File: src/rtl/mdio_pkg.sv
package mdio_pkg;

  localparam int ST_W  = 2;
  localparam int OP_W  = 2;
  localparam int PA_W  = 5;
  localparam int DA_W  = 5;
  localparam int DAT_W = 16;
  localparam int HDR_W = ST_W + OP_W + PA_W + DA_W;
  localparam int OFS_W = 5;
  localparam int BUS_W = 32;
  localparam int GO_BIT = HDR_W;

  localparam logic [OFS_W-1:0] OFS_CMD = 5'h00;
  localparam logic [OFS_W-1:0] OFS_ADR = 5'h04;
  localparam logic [OFS_W-1:0] OFS_WDT = 5'h08;
  localparam logic [OFS_W-1:0] OFS_RDT = 5'h0C;
  localparam logic [OFS_W-1:0] OFS_STS = 5'h10;

  localparam logic [ST_W-1:0] FT_IND = 2'd0;
  localparam logic [ST_W-1:0] FT_DIR = 2'd1;
  localparam logic [OP_W-1:0] OPC_DIR_RD = 2'd2;
  localparam logic [OP_W-1:0] OPC_IND_AD = 2'd0;

  typedef struct packed {
    logic [ST_W-1:0] ft;
    logic [OP_W-1:0] opc;
    logic [PA_W-1:0] pa;
    logic [DA_W-1:0] da;
  } cmd_t;

  function automatic logic cmd_is_read(cmd_t c);
    return ((c.ft == FT_DIR) && (c.opc == OPC_DIR_RD)) ||
           ((c.ft == FT_IND) && c.opc[1]);
  endfunction

  function automatic logic cmd_sends_addr(cmd_t c);
    return (c.ft == FT_IND) && (c.opc == OPC_IND_AD);
  endfunction

endpackage

File: src/rtl/mdio_clkdiv.sv
module mdio_clkdiv #(
  parameter int DIV = 50
) (
  input  logic clk,
  input  logic rst_n,
  input  logic en,
  output logic mdc,
  output logic rise_tick,
  output logic fall_tick
);
  localparam int CW   = (DIV > 2) ? $clog2(DIV) : 1;
  localparam int HALF = DIV / 2;
  localparam logic [CW-1:0] RISE_AT = CW'(HALF - 1);
  localparam logic [CW-1:0] FALL_AT = CW'(DIV - 1);

  logic [CW-1:0] cnt_q, cnt_d;
  logic          mdc_q, mdc_d;

  assign rise_tick = en && (cnt_q == RISE_AT);
  assign fall_tick = en && (cnt_q == FALL_AT);

  always_comb begin
    cnt_d = cnt_q;
    mdc_d = mdc_q;
    if (!en) begin
      cnt_d = '0;
      mdc_d = 1'b0;
    end else begin
      if (fall_tick) cnt_d = '0;
      else           cnt_d = cnt_q + 1'b1;
      if (rise_tick)      mdc_d = 1'b1;
      else if (fall_tick) mdc_d = 1'b0;
    end
  end

  always_ff @(posedge clk or negedge rst_n) begin
    if (!rst_n) begin
      cnt_q <= '0;
      mdc_q <= 1'b0;
    end else begin
      cnt_q <= cnt_d;
      mdc_q <= mdc_d;
    end
  end

  assign mdc = mdc_q;


  mdc_idle_low_chk: assert property (@(posedge clk) disable iff (!rst_n)
    !en |=> !mdc);


  mdc_rise_src_chk: assert property (@(posedge clk) disable iff (!rst_n)
    $rose(mdc) |-> $past(rise_tick));

endmodule

File: src/rtl/mdio_engine.sv
module mdio_engine
  import mdio_pkg::*;
#(
  parameter int PRE_LEN = 32
) (
  input  logic             clk,
  input  logic             rst_n,
  input  logic             go,
  input  cmd_t             go_cmd,
  input  logic [DAT_W-1:0] go_data,
  input  logic             rise_tick,
  input  logic             fall_tick,
  input  logic             mdio_i,
  output logic             mdio_o,
  output logic             mdio_oe,
  output logic             busy,
  output logic             done,
  output logic             done_rd,
  output logic             rd_fail,
  output logic [DAT_W-1:0] rd_data
);
  localparam int FL = PRE_LEN + HDR_W + 2 + DAT_W;
  localparam int CW = $clog2(FL);
  localparam logic [CW-1:0] TA1  = CW'(PRE_LEN + HDR_W);
  localparam logic [CW-1:0] TA2  = CW'(PRE_LEN + HDR_W + 1);
  localparam logic [CW-1:0] D0   = CW'(PRE_LEN + HDR_W + 2);
  localparam logic [CW-1:0] LAST = CW'(FL - 1);

  logic             busy_q, busy_d;
  logic [CW-1:0]    cnt_q, cnt_d;
  logic [FL-1:0]    sh_q, sh_d;
  logic             oe_q, oe_d;
  logic             rd_q, rd_d;
  logic             fail_q, fail_d;
  logic [DAT_W-1:0] rx_q, rx_d;
  logic [CW-1:0]    cnt_inc;

  assign cnt_inc = cnt_q + 1'b1;
  assign done    = busy_q && fall_tick && (cnt_q == LAST);

  always_comb begin
    busy_d = busy_q;
    cnt_d  = cnt_q;
    sh_d   = sh_q;
    oe_d   = oe_q;
    rd_d   = rd_q;
    fail_d = fail_q;
    rx_d   = rx_q;
    if (go && !busy_q) begin
      busy_d = 1'b1;
      cnt_d  = '0;
      sh_d   = {{PRE_LEN{1'b1}}, go_cmd, 2'b10, go_data};
      oe_d   = 1'b1;
      rd_d   = cmd_is_read(go_cmd);
      fail_d = 1'b0;
    end else if (busy_q) begin
      if (rise_tick && rd_q) begin
        if (cnt_q == TA2) fail_d = mdio_i;
        if (cnt_q >= D0)  rx_d = {rx_q[DAT_W-2:0], mdio_i};
      end
      if (fall_tick) begin
        if (cnt_q == LAST) begin
          busy_d = 1'b0;
          oe_d   = 1'b0;
          sh_d   = '1;
        end else begin
          cnt_d = cnt_inc;
          sh_d  = {sh_q[FL-2:0], 1'b1};
          oe_d  = !(rd_q && (cnt_inc >= TA1));
        end
      end
    end
  end

  always_ff @(posedge clk or negedge rst_n) begin
    if (!rst_n) begin
      busy_q <= 1'b0;
      cnt_q  <= '0;
      sh_q   <= '1;
      oe_q   <= 1'b0;
      rd_q   <= 1'b0;
      fail_q <= 1'b0;
      rx_q   <= '0;
    end else begin
      busy_q <= busy_d;
      cnt_q  <= cnt_d;
      sh_q   <= sh_d;
      oe_q   <= oe_d;
      rd_q   <= rd_d;
      fail_q <= fail_d;
      rx_q   <= rx_d;
    end
  end

  assign mdio_o  = sh_q[FL-1];
  assign mdio_oe = oe_q;
  assign busy    = busy_q;
  assign done_rd = rd_q;
  assign rd_fail = fail_q;
  assign rd_data = rx_q;


  go_sets_busy_chk: assert property (@(posedge clk) disable iff (!rst_n)
    (go && !busy) |=> busy);


  end_clears_busy_chk: assert property (@(posedge clk) disable iff (!rst_n)
    done |=> !busy);


  drive_on_fall_chk: assert property (@(posedge clk) disable iff (!rst_n)
    (busy && !fall_tick) |=> $stable(mdio_o));

endmodule

File: src/rtl/mdio_regs.sv
module mdio_regs
  import mdio_pkg::*;
(
  input  logic             clk,
  input  logic             rst_n,
  input  logic             bus_we,
  input  logic [OFS_W-1:0] bus_addr,
  input  logic [BUS_W-1:0] bus_wdata,
  output logic [BUS_W-1:0] bus_rdata,
  input  logic             busy,
  input  logic             done,
  input  logic             done_rd,
  input  logic             rd_fail,
  input  logic [DAT_W-1:0] rd_data,
  output logic             go,
  output cmd_t             go_cmd,
  output logic [DAT_W-1:0] go_data
);
  cmd_t             cmd_q, cmd_d;
  logic [DAT_W-1:0] adr_q, adr_d;
  logic [DAT_W-1:0] wdt_q, wdt_d;
  logic [DAT_W-1:0] rdt_q, rdt_d;
  logic             sts_q, sts_d;
  logic             cmd_hit, cmd_take;

  assign cmd_hit  = bus_we && (bus_addr == OFS_CMD);
  assign cmd_take = cmd_hit && !busy;
  assign go       = cmd_take && bus_wdata[GO_BIT];
  assign go_cmd   = cmd_t'(bus_wdata[HDR_W-1:0]);
  assign go_data  = cmd_sends_addr(go_cmd) ? adr_q : wdt_q;

  always_comb begin
    cmd_d = cmd_q;
    adr_d = adr_q;
    wdt_d = wdt_q;
    rdt_d = rdt_q;
    sts_d = sts_q;
    if (cmd_take) cmd_d = go_cmd;
    if (bus_we && (bus_addr == OFS_ADR)) adr_d = bus_wdata[DAT_W-1:0];
    if (bus_we && (bus_addr == OFS_WDT)) wdt_d = bus_wdata[DAT_W-1:0];
    if (done && done_rd) begin
      sts_d = rd_fail;
      if (!rd_fail) rdt_d = rd_data;
    end
  end

  always_ff @(posedge clk or negedge rst_n) begin
    if (!rst_n) begin
      cmd_q <= '0;
      adr_q <= '0;
      wdt_q <= '0;
      rdt_q <= '0;
      sts_q <= 1'b0;
    end else begin
      cmd_q <= cmd_d;
      adr_q <= adr_d;
      wdt_q <= wdt_d;
      rdt_q <= rdt_d;
      sts_q <= sts_d;
    end
  end

  always_comb begin
    bus_rdata = '0;
    unique case (bus_addr)
      OFS_CMD: bus_rdata = {{(BUS_W-HDR_W-1){1'b0}}, busy, cmd_q};
      OFS_ADR: bus_rdata = {{(BUS_W-DAT_W){1'b0}}, adr_q};
      OFS_WDT: bus_rdata = {{(BUS_W-DAT_W){1'b0}}, wdt_q};
      OFS_RDT: bus_rdata = {{(BUS_W-DAT_W){1'b0}}, rdt_q};
      OFS_STS: bus_rdata = {{(BUS_W-1){1'b0}}, sts_q};
      default: bus_rdata = '0;
    endcase
  end


  busy_cmd_hold_chk: assert property (@(posedge clk) disable iff (!rst_n)
    (busy && cmd_hit) |=> $stable(cmd_q));


  sts_hold_chk: assert property (@(posedge clk) disable iff (!rst_n)
    !(done && done_rd) |=> $stable(sts_q));


  rdt_fail_hold_chk: assert property (@(posedge clk) disable iff (!rst_n)
    (done && done_rd && rd_fail) |=> $stable(rdt_q));

endmodule

File: src/rtl/mdio_master.sv
module mdio_master
  import mdio_pkg::*;
#(
  parameter int DIV     = 50,
  parameter int PRE_LEN = 32
) (
  input  logic        clk,
  input  logic        rst_n,
  input  logic        bus_we,
  input  logic [4:0]  bus_addr,
  input  logic [31:0] bus_wdata,
  output logic [31:0] bus_rdata,
  output logic        mdc,
  output logic        mdio_o,
  output logic        mdio_oe,
  input  logic        mdio_i
);
  logic [1:0]       rst_sync_q;
  logic             rst_int_n;
  logic             go, busy, done, done_rd, rd_fail;
  cmd_t             go_cmd;
  logic [DAT_W-1:0] go_data, rd_data;
  logic             rise_tick, fall_tick;

  always_ff @(posedge clk or negedge rst_n) begin
    if (!rst_n) rst_sync_q <= 2'b00;
    else        rst_sync_q <= {rst_sync_q[0], 1'b1};
  end
  assign rst_int_n = rst_sync_q[1];

  mdio_regs u_regs (
    .clk       (clk),
    .rst_n     (rst_int_n),
    .bus_we    (bus_we),
    .bus_addr  (bus_addr),
    .bus_wdata (bus_wdata),
    .bus_rdata (bus_rdata),
    .busy      (busy),
    .done      (done),
    .done_rd   (done_rd),
    .rd_fail   (rd_fail),
    .rd_data   (rd_data),
    .go        (go),
    .go_cmd    (go_cmd),
    .go_data   (go_data)
  );

  mdio_clkdiv #(.DIV(DIV)) u_div (
    .clk       (clk),
    .rst_n     (rst_int_n),
    .en        (busy),
    .mdc       (mdc),
    .rise_tick (rise_tick),
    .fall_tick (fall_tick)
  );

  mdio_engine #(.PRE_LEN(PRE_LEN)) u_eng (
    .clk       (clk),
    .rst_n     (rst_int_n),
    .go        (go),
    .go_cmd    (go_cmd),
    .go_data   (go_data),
    .rise_tick (rise_tick),
    .fall_tick (fall_tick),
    .mdio_i    (mdio_i),
    .mdio_o    (mdio_o),
    .mdio_oe   (mdio_oe),
    .busy      (busy),
    .done      (done),
    .done_rd   (done_rd),
    .rd_fail   (rd_fail),
    .rd_data   (rd_data)
  );

endmodule

File: config.mk
export PLATFORM = sky130hd
export DESIGN_NAME = mdio_master
export DESIGN_NICKNAME = d
export VERILOG_FILES = /design/src/rtl/mdio_pkg.sv /design/src/rtl/mdio_clkdiv.sv /design/src/rtl/mdio_engine.sv /design/src/rtl/mdio_regs.sv /design/src/rtl/mdio_master.sv
export SDC_FILE = /design/constraint.sdc
export NUM_CORES = 1
export LEC_CHECK = 0
export ABC_AREA = 1
export CAP_MARGIN = 20
export CORE_ASPECT_RATIO = 1.2
export CORE_MARGIN = 2
export CORE_UTILIZATION = 55
export CTS_BUF_LIST = sky130_fd_sc_hd__clkbuf_2 sky130_fd_sc_hd__clkbuf_4 sky130_fd_sc_hd__clkbuf_8
export DETAILED_ROUTE_END_ITERATION = 6
export DONT_BUFFER_PORTS = 1
export HOLD_SLACK_MARGIN = 0.03
export PLACE_DENSITY_LB_ADDON = 0.25
export RECOVER_POWER = 50
export SETUP_SLACK_MARGIN = 0.02
export SYNTH_ARGS = -nofsm -noshare
export SYNTH_HDL_FRONTEND = slang
export SYNTH_SLANG_ARGS = --single-unit
File: constraint.sdc
create_clock -name clk -period 5.2 [get_ports clk]
set_input_delay 0 -clock clk [delete_from_list [all_inputs] [get_ports clk]]
set_output_delay 0 -clock clk [all_outputs]
set_load 0.005 [all_outputs]
# Word-level counts from Yosys, hierarchy flattened
# Cells that the tools add are included.
# Widths: inputs -> output; s select.
# op_classes
n_eq_ne,12
n_div,0
addsub,2
shift,0
reduce_logical,31
multipliers,0
n_lt_le_gt_ge,2
n_mux,27
bitwise_logic,2
# op_table
operator,n
$mux 64,4
$pmux 16 s5,1
$mux 6,6
$eq 6x6->1 const B,3
$logic_and 1x1->1,16
$mux 16,1
$mux 1,15
$add 6x1->6 const B,2
$ge 6x6->1 const B,2
$eq 5x4->1 const B,2
$reduce_bool 2->1,4
$eq 6x5->1 const B,1
$reduce_and 3->1,2
$eq 5x3->1 const B,1
$eq 5x5->1 const B,1
$logic_not 5->1,1
$logic_not 2->1,2
$reduce_and 2->1,2
$reduce_and 4->1,1
$ne 3x1->1 const B,1
$eq 2x1->1 const B,1
$eq 2x2->1 const B,1
$logic_not 1->1,2
$ne 2x1->1 const B,1
other kinds (2),3
# word_totals
word_cells,94
inputBits,41
latch_bits,0
mem_bits_ro,0
ramBits,0
memories,0
reg_bits,162

# Depth between registers and ports, before layout
# Gate-level depths: netlist of the first run.
# logic_depth
word_depth,8
ltp_mapped,10

# Cells and area by module
# Synthesis of the first run repeated with hierarchy kept, for this count alone.
# hier_totals
hier_cells,1001
area_unflattened_um2,8177.8
# by_module_without_submodules
module,area_each_um2,cells_each,seq_area_each_um2,instances
mdio_engine,4018.9,421,2332.2,1
mdio_regs,3712.3,528,1576.5,1
mdio_clkdiv,392.9,49,175.2,1
mdio_master,53.8,3,50.0,1

# Worst setup path after synthesis of the first run
# No wires, ideal clock.
# synth_path
path_type,reg2reg
start,register u_div.cnt_q[1]
end,register u_regs.rdt_q[5]
path_slack_ns,3.596
required_ns,5.082
path_buffers,1
t_arrival_ns,1.486
stages_incl_launch_ff,11
setup_ns,0.118
synth_period_minus_slack_ns,1.604
cell_sequence,dfrtp_1 > inv_1 > ha_1 > inv_1 > nor2_1 > nand4_1 > nor2_8 > nand3_4 > buf_6 > nand2_1 > nand2_1
# synth_via
elab_chain_cells,6
# synth_rtl
item,line,source
start: declaration,mdio_clkdiv.sv:16,"logic [CW-1:0] cnt_q, cnt_d;"
start signal: assignment,mdio_clkdiv.sv:41,cnt_q <= cnt_d;
$eq 6x6->1,mdio_clkdiv.sv:20,assign fall_tick = en && (cnt_q == FALL_AT);
$logic_and 1x1->1,mdio_clkdiv.sv:20,
$logic_and 1x1->1 (2 in series),mdio_engine.sv:39,assign done = busy_q && fall_tick && (cnt_q == LAST);
$logic_and 1x1->1,mdio_regs.sv:41,if (done && done_rd) begin
$reduce_and 2->1 (no line),--,
end signal: assignment,mdio_regs.sv:58,rdt_q <= rdt_d;
end: declaration,mdio_regs.sv:22,"logic [DAT_W-1:0] rdt_q, rdt_d;"
# Every way passes these cells.
# A chain may end at the register's enable or synchronous reset.

==> impl_metrics.ini, run 1 <==
[global_routing]
grt_max_degree = 96
antenna_found_initial = 1
grt_pass1_wl_mm = 27.9
grt-ovfl-total = 0
grt_pass1_vias = 5556
track_usage = 0.234

[floorplanning]
ios = 76
dieArea_sq_um = 14800
die_h_microns = 133
rows = 47
die_w_microns = 111
core_sq_um = 13600
start_util = 0.558

[logic_synthesis]
ys_warn_count = 0
synthXorXnorAreaFrac = 0.00345
synth_top_family_by_area = simple AND/OR/NAND/NOR gates
synth_cell_types = 34
yosys.area_share.simple = 0.239
synth_fa_ha_area_frac = 0.00822
ys_ff_latch = 162
synth.cell_area_sq_um = 7610
synth.area.mux_share = 0
synth_compound_area_frac = 0.120
synth.avg_cell_area_sq_um = 8.37
synth-seq-area-share = 0.543
synthCells = 910

[timing]
period_needed_ns = 2.63
setup_viol = 0
skew_ns = 0.0142
slew_headroom = -0.772
worst_slack_ns = 2.57
setup_tns_ns = 0
worst_pin_slew_ns = 2.66
drv_slew = 66
hold_viol_final = 0
rsz0062_at_grt = no
timing.final.crit_share = 0.507
clock.fmax_mhz = 380

[pwr]
powerDensity_nw_per_um2 = 314
peakVddDrop_uv = 224
p_leak_uw = 0.00389

[layout]
area_delta_synth_final_pct = 8.91
ff_latch_area_sq_um = 4130
fill_cells = 1205
design_area_sq_um = 8290
drive_gt1_frac = 0.124
multi_input_area_sq_um = 2900
layout_commonest_cell = nand2_1
final_cell_mix = nand2_1, o21ai_0, nand3_1, dfrtp_1, inv_1
final_nets = 950

[clocking]
clkLatencyLatePin_ns = 0.46
tritoncts = yes
cts-buffers-inserted = 17
cts_max_path_buffers = 2
h-tree-depth = 4
cts_num_sinks = 162
cts-root-buf = clkbuf_8
cts_setup_buffers = 0
clk_pin_slew_ns = 0.08

[critical_path]
worstPathArrival_ns = 2.64
crit_path_end_kind = asynchronous set/reset pin
critPathMaxFanout = 66
crit_required_ns = 5.20
worst-setup-path-type = flip-flop to asynchronous set/reset pin
start_kind = flip-flop

[placed_design]
hpwlAfterDp_mm = 10.2
gp_congestion = 0.811
port_buffers = 0
pre_cts_ws_ns = 2.74
placed_area_sq_um = 7610

[routing]
met2_length_mm = 7.80
ant_nets = 0
highest_layer = met4
num_vias = 5920
wl_per_cell_microns = 15.2
wl_mm = 16.6
drt_iter0_markers = 563
dr.pass1.iters = 6
wirelength_met1_mm = 7.62
viasPerCell = 5.44
wl_met3_microns = 856
drc_errors = 0

[run_status]
status = complete, but fails checks
failed_checks = capacitance limit, slew limit

[worst_hold_path]
hold_path.class = input pin to flip-flop

[job]
maxCapViolCount = 1
synthesized netlist by cell type:
library cell	count	area, sq um
a31o_2	1	8.76
buf_1	2	7.51
buf_2	14	70.1
buf_4	17	128
buf_6	1	11.3
clkbuf_1	34	128
clkbuf_2	1	5.00
clkinv_1	1	3.75
conb_1	2	7.51
dfrtp_1	98	2450
dfstp_2	64	1680
ha_1	5	62.6
inv_1	75	282
inv_2	3	11.3
nand2_1	263	987
nand3_1	99	495
nand3_2	1	10.0
nand3_4	1	17.5
nand3b_1	1	7.51
nand4_1	22	138
nor2_1	25	93.8
nor2_2	3	18.8
nor2_4	2	22.5
nor2_8	1	20.0
nor3_1	1	5.00
nor3b_1	1	7.51
o2111ai_1	14	123
o211ai_1	1	7.51
o21ai_0	149	746
o21ai_1	2	10.0
o21bai_1	2	15.0
o22ai_1	1	6.26
xnor2_1	1	8.76
xor2_1	2	17.5
power breakdown:
part / internal (uW) / leakage (uW) / switching [uW]
clock: 592 / 0.000230 / 452
sequential: 1330 / 0.00197 / 49.7
combinational: 62.5 / 0.00170 / 123
cells by family (layout without fill, tap and decap cells):
family,count (synthesis),in the layout
other,2,18
adders and majority gates,5,5
AOI/OAI and AO/OA,170,170
buffers and inverters,148,140
DFF,162,162
and+or+nand+nor,420,420
xor gates and xnor gates,3,3
tightest hold or removal path, stage by stage:
cell and delay, ns:
nand3_2 0.05, buf_4 0.35, o21ai_0 0.16
registers in the layout, indices dropped and copies added, names as in the netlist:
register       count
u_eng.busy         1
u_div.mdc          1
u_eng.cnt_q        6
u_eng.rd_fail      1
u_regs.wdt_q      16
u_regs.adr_q      16
u_regs.rdt_q      16
u_regs.sts_q       1
u_eng.done_rd      1
u_div.cnt_q        6
u_regs.cmd_q      14
rst_sync_q         2
u_eng.sh_q        64
u_eng.mdio_oe      1
u_eng.rd_data     16
final cells by class:
type                            instances  share of cell area
Sequential cell                       162               0.498
Tap cell                              171              0.0258
Clock inverter                          8              0.0180
Antenna cell                            1            0.000302
Inverter                               79              0.0358
Clock buffer                           24              0.0376
Multi-Input combinational cell        615               0.350
Timing Repair Buffer                   29              0.0346
worst paths after layout:
path | from | endpoint | depth (start not counted) | slack (ns)
max in group clk | u_eng.busy | u_eng.done_rd | 6 | 2.72
hold / removal | bus_wdata[14] | u_eng.busy | 3 | 0.19
min in group asynchronous | rst_n | rst_sync_q[0] | 2 | 0.31
hold reg to reg | rst_sync_q[0] | rst_sync_q[1] | 0 | 0.36
setup / recovery | rst_sync_q[1] | u_regs.adr_q[5] | 0 | 2.57
setup reg to reg | rst_sync_q[1] | u_regs.adr_q[5] | 0 | 2.57
stage by stage:
step / instances / total power [uW] / util / hold slack (ns)
final: 1089 / 2610 / 0.608 / 0.186
after CTS: 1087 / 2630 / 0.607 / 0.0832
after floorplan: 925 / 1530 / - / -0.296
after global placement: 1034 / 1570 / 0.558 / -0.296
after detailed placement: 1034 / 1570 / 0.558 / -0.296
after global routing: 1088 / 2710 / 0.608 / 0.216
layer usage:
layer  vias to the layer above  GRT usage
li1                       2931          -
met1                      2838      0.334
met5                         -          0
met4                         0     0.0796
met2                       130      0.354
met3                        21     0.0596
repair_timing:
item,CTS,global route
hold buffers,21,0
hold endpoints to repair,65,0
gates resized for setup,0,0
No activity file was read; power rests on OpenSTA's default activity.
==> run 2, diff against run 1 <==
clock period = 2.54 ns   (was 5.2 ns; I/O delays follow)
==> run 2 against run 1 <==
Effect of this change:
- critical endpoint is now u_eng.sh_q[18]
- combinational power grew 120%
- register-to-register slack lost 2.0 ns
- critical path type is now flip-flop to flip-flop
- sequential share of layout area shrank 0.46 points
- hold slack gained 0.020 ns
- via count grew 2.3%
- the run now ends clean
==> impl_metrics.ini, run 2 (synthesis results as in run 1) <==
[run_status]
status = completed

[routing]
ant_nets = 0
wl_mm = 17.0
dr.pass1.iters = 5
wl_per_cell_microns = 15.3
drc_errors = 0
viasPerCell = 5.46
num_vias = 6054
drt_iter0_markers = 463

[clocking]
cts-buffers-inserted = 17
cts_max_path_buffers = 2
cts_setup_buffers = 0
cts_hold_buf = 31
clkLatencyLatePin_ns = 0.45
cts-root-buf = clkbuf_8
cts_resized = 0
h-tree-depth = 4
cts_num_sinks = 162
tritoncts = yes
clk_pin_slew_ns = 0.09

[floorplanning]
rows = 47
ios = 76
core_sq_um = 13600
dieArea_sq_um = 14800
start_util = 0.558
die_h_microns = 133
die_w_microns = 111

[layout]
design_area_sq_um = 8370
layout_commonest_cell = nand2_1
drive_gt1_frac = 0.130
largest_reg_flops = 64
instances_no_fill = 1109
final_nets = 970
final_core_util = 0.614
final_cell_mix = nand2_1, o21ai_0, nand3_1, dfrtp_1, inv_1
regMostFlops = u_eng.sh_q
fill_cells = 1187
area_delta_synth_final_pct = 9.92

[global_routing]
top_usage_layer = met2
grtUsageMet1 = 0.345
antenna_found_initial = 1
grt_max_degree = 66
track_usage = 0.241
grt_pass1_vias = 5634
grt.met3_usage = 0.0486
grt_pass1_wl_mm = 28.7
grt-ovfl-total = 0
grtUsageMet2 = 0.377

[placed_design]
gp_congestion = 0.836
port_buffers = 0
dp.cells = 1045
hpwlAfterDp_mm = 10.8
placed_area_sq_um = 7720

[pwr]
seqPwrFrac = 0.560
switching_share = 0.256
powerDensity_nw_per_um2 = 599
p_int_uw = 3730
p_clk_frac = 0.360
comb_power_share = 0.080
peakVddDrop_uv = 390
power.total_uw = 5010
p_leak_uw = 0.00392
p_sw_uw = 1280

[worst_hold_path]
hold_path.class = input pin to flip-flop
min_path_cells = 5

[critical_path]
critPathMaxFanout = 16
start_kind = flip-flop
reg2reg_depth = 7
crit_required_ns = 2.94
crit_path_end_kind = flip-flop
worstPathArrival_ns = 2.41
worst-setup-path-type = flip-flop to flip-flop

[timing]
setup_tns_ns = 0
hold_viol_final = 0
skew_ns = 0.00978
period_needed_ns = 2.00
setup_viol = 0
timing.final.crit_share = 0.789
rsz0062_at_grt = no
worst_pin_slew_ns = 1.06
clock.fmax_mhz = 499
drv_slew = 0
slew_headroom = 0.295

[job]
maxCapViolCount = 0
## run 2: worst paths after layout
check	startpoint	slack, ns	end
max in group asynchronous	rst_sync_q[1]	0.69	u_regs.adr_q[12]
setup / recovery	u_eng.busy	0.54	u_eng.sh_q[18]
setup reg to reg	u_eng.busy	0.54	u_eng.sh_q[18]
hold reg to reg	rst_sync_q[1]	0.34	u_regs.adr_q[11]
hold / removal	bus_addr[2]	0.21	u_regs.cmd_q[3]
min in group asynchronous	rst_n	0.31	rst_sync_q[1]
## run 2: cell type report
| type | count | area, sq um | share of cell area |
|---|---|---|---|
| repair buffers | 49 | 444 | 0.0531 |
| flip-flops and latches | 162 | 4130 | 0.494 |
| clock inverters | 10 | 81.3 | 0.00972 |
| multi-input cells | 615 | 2900 | 0.347 |
| inverters | 79 | 297 | 0.0354 |
| diodes | 1 | 2.50 | 0.000299 |
| well taps | 171 | 214 | 0.0256 |
| clock buffers | 22 | 297 | 0.0354 |
## run 2: worst max-delay path: stages (launching register included)
cell and delay, ns:
dfrtp_1 0.50, nor2_1 0.23, nand3_2 0.15, inv_1 0.11, buf_4 0.21, nand2_1 0.08, dlygate4sd3_1 0.57, nand3_1 0.08
## run 2: stage by stage
stage	hold slack (ns)	worst slack [ns]
final	0.206	0.536
after CTS	0.0448	0.564
after global routing	0.257	0.355
after global placement	-0.296	0.615
after detailed placement	-0.296	0.599
after floorplan	-0.296	0.893
## run 2: metal layers
metal,wire length [microns],up-vias
li1,-,2973
met1,7600,2899
met2,8310,161
met3,888,21
met4,213,0
met5,0,-
## run 2: power by group through the flow
stage                     Clock, uW  Sequential [uW]  Combinational (uW)
after floorplan                   0             2860                 269
after global placement            0             2850                 364
after detailed placement          0             2850                 372
after CTS                      1850             2810                 408
after global routing           1950             2820                 470
final                          1810             2810                 401
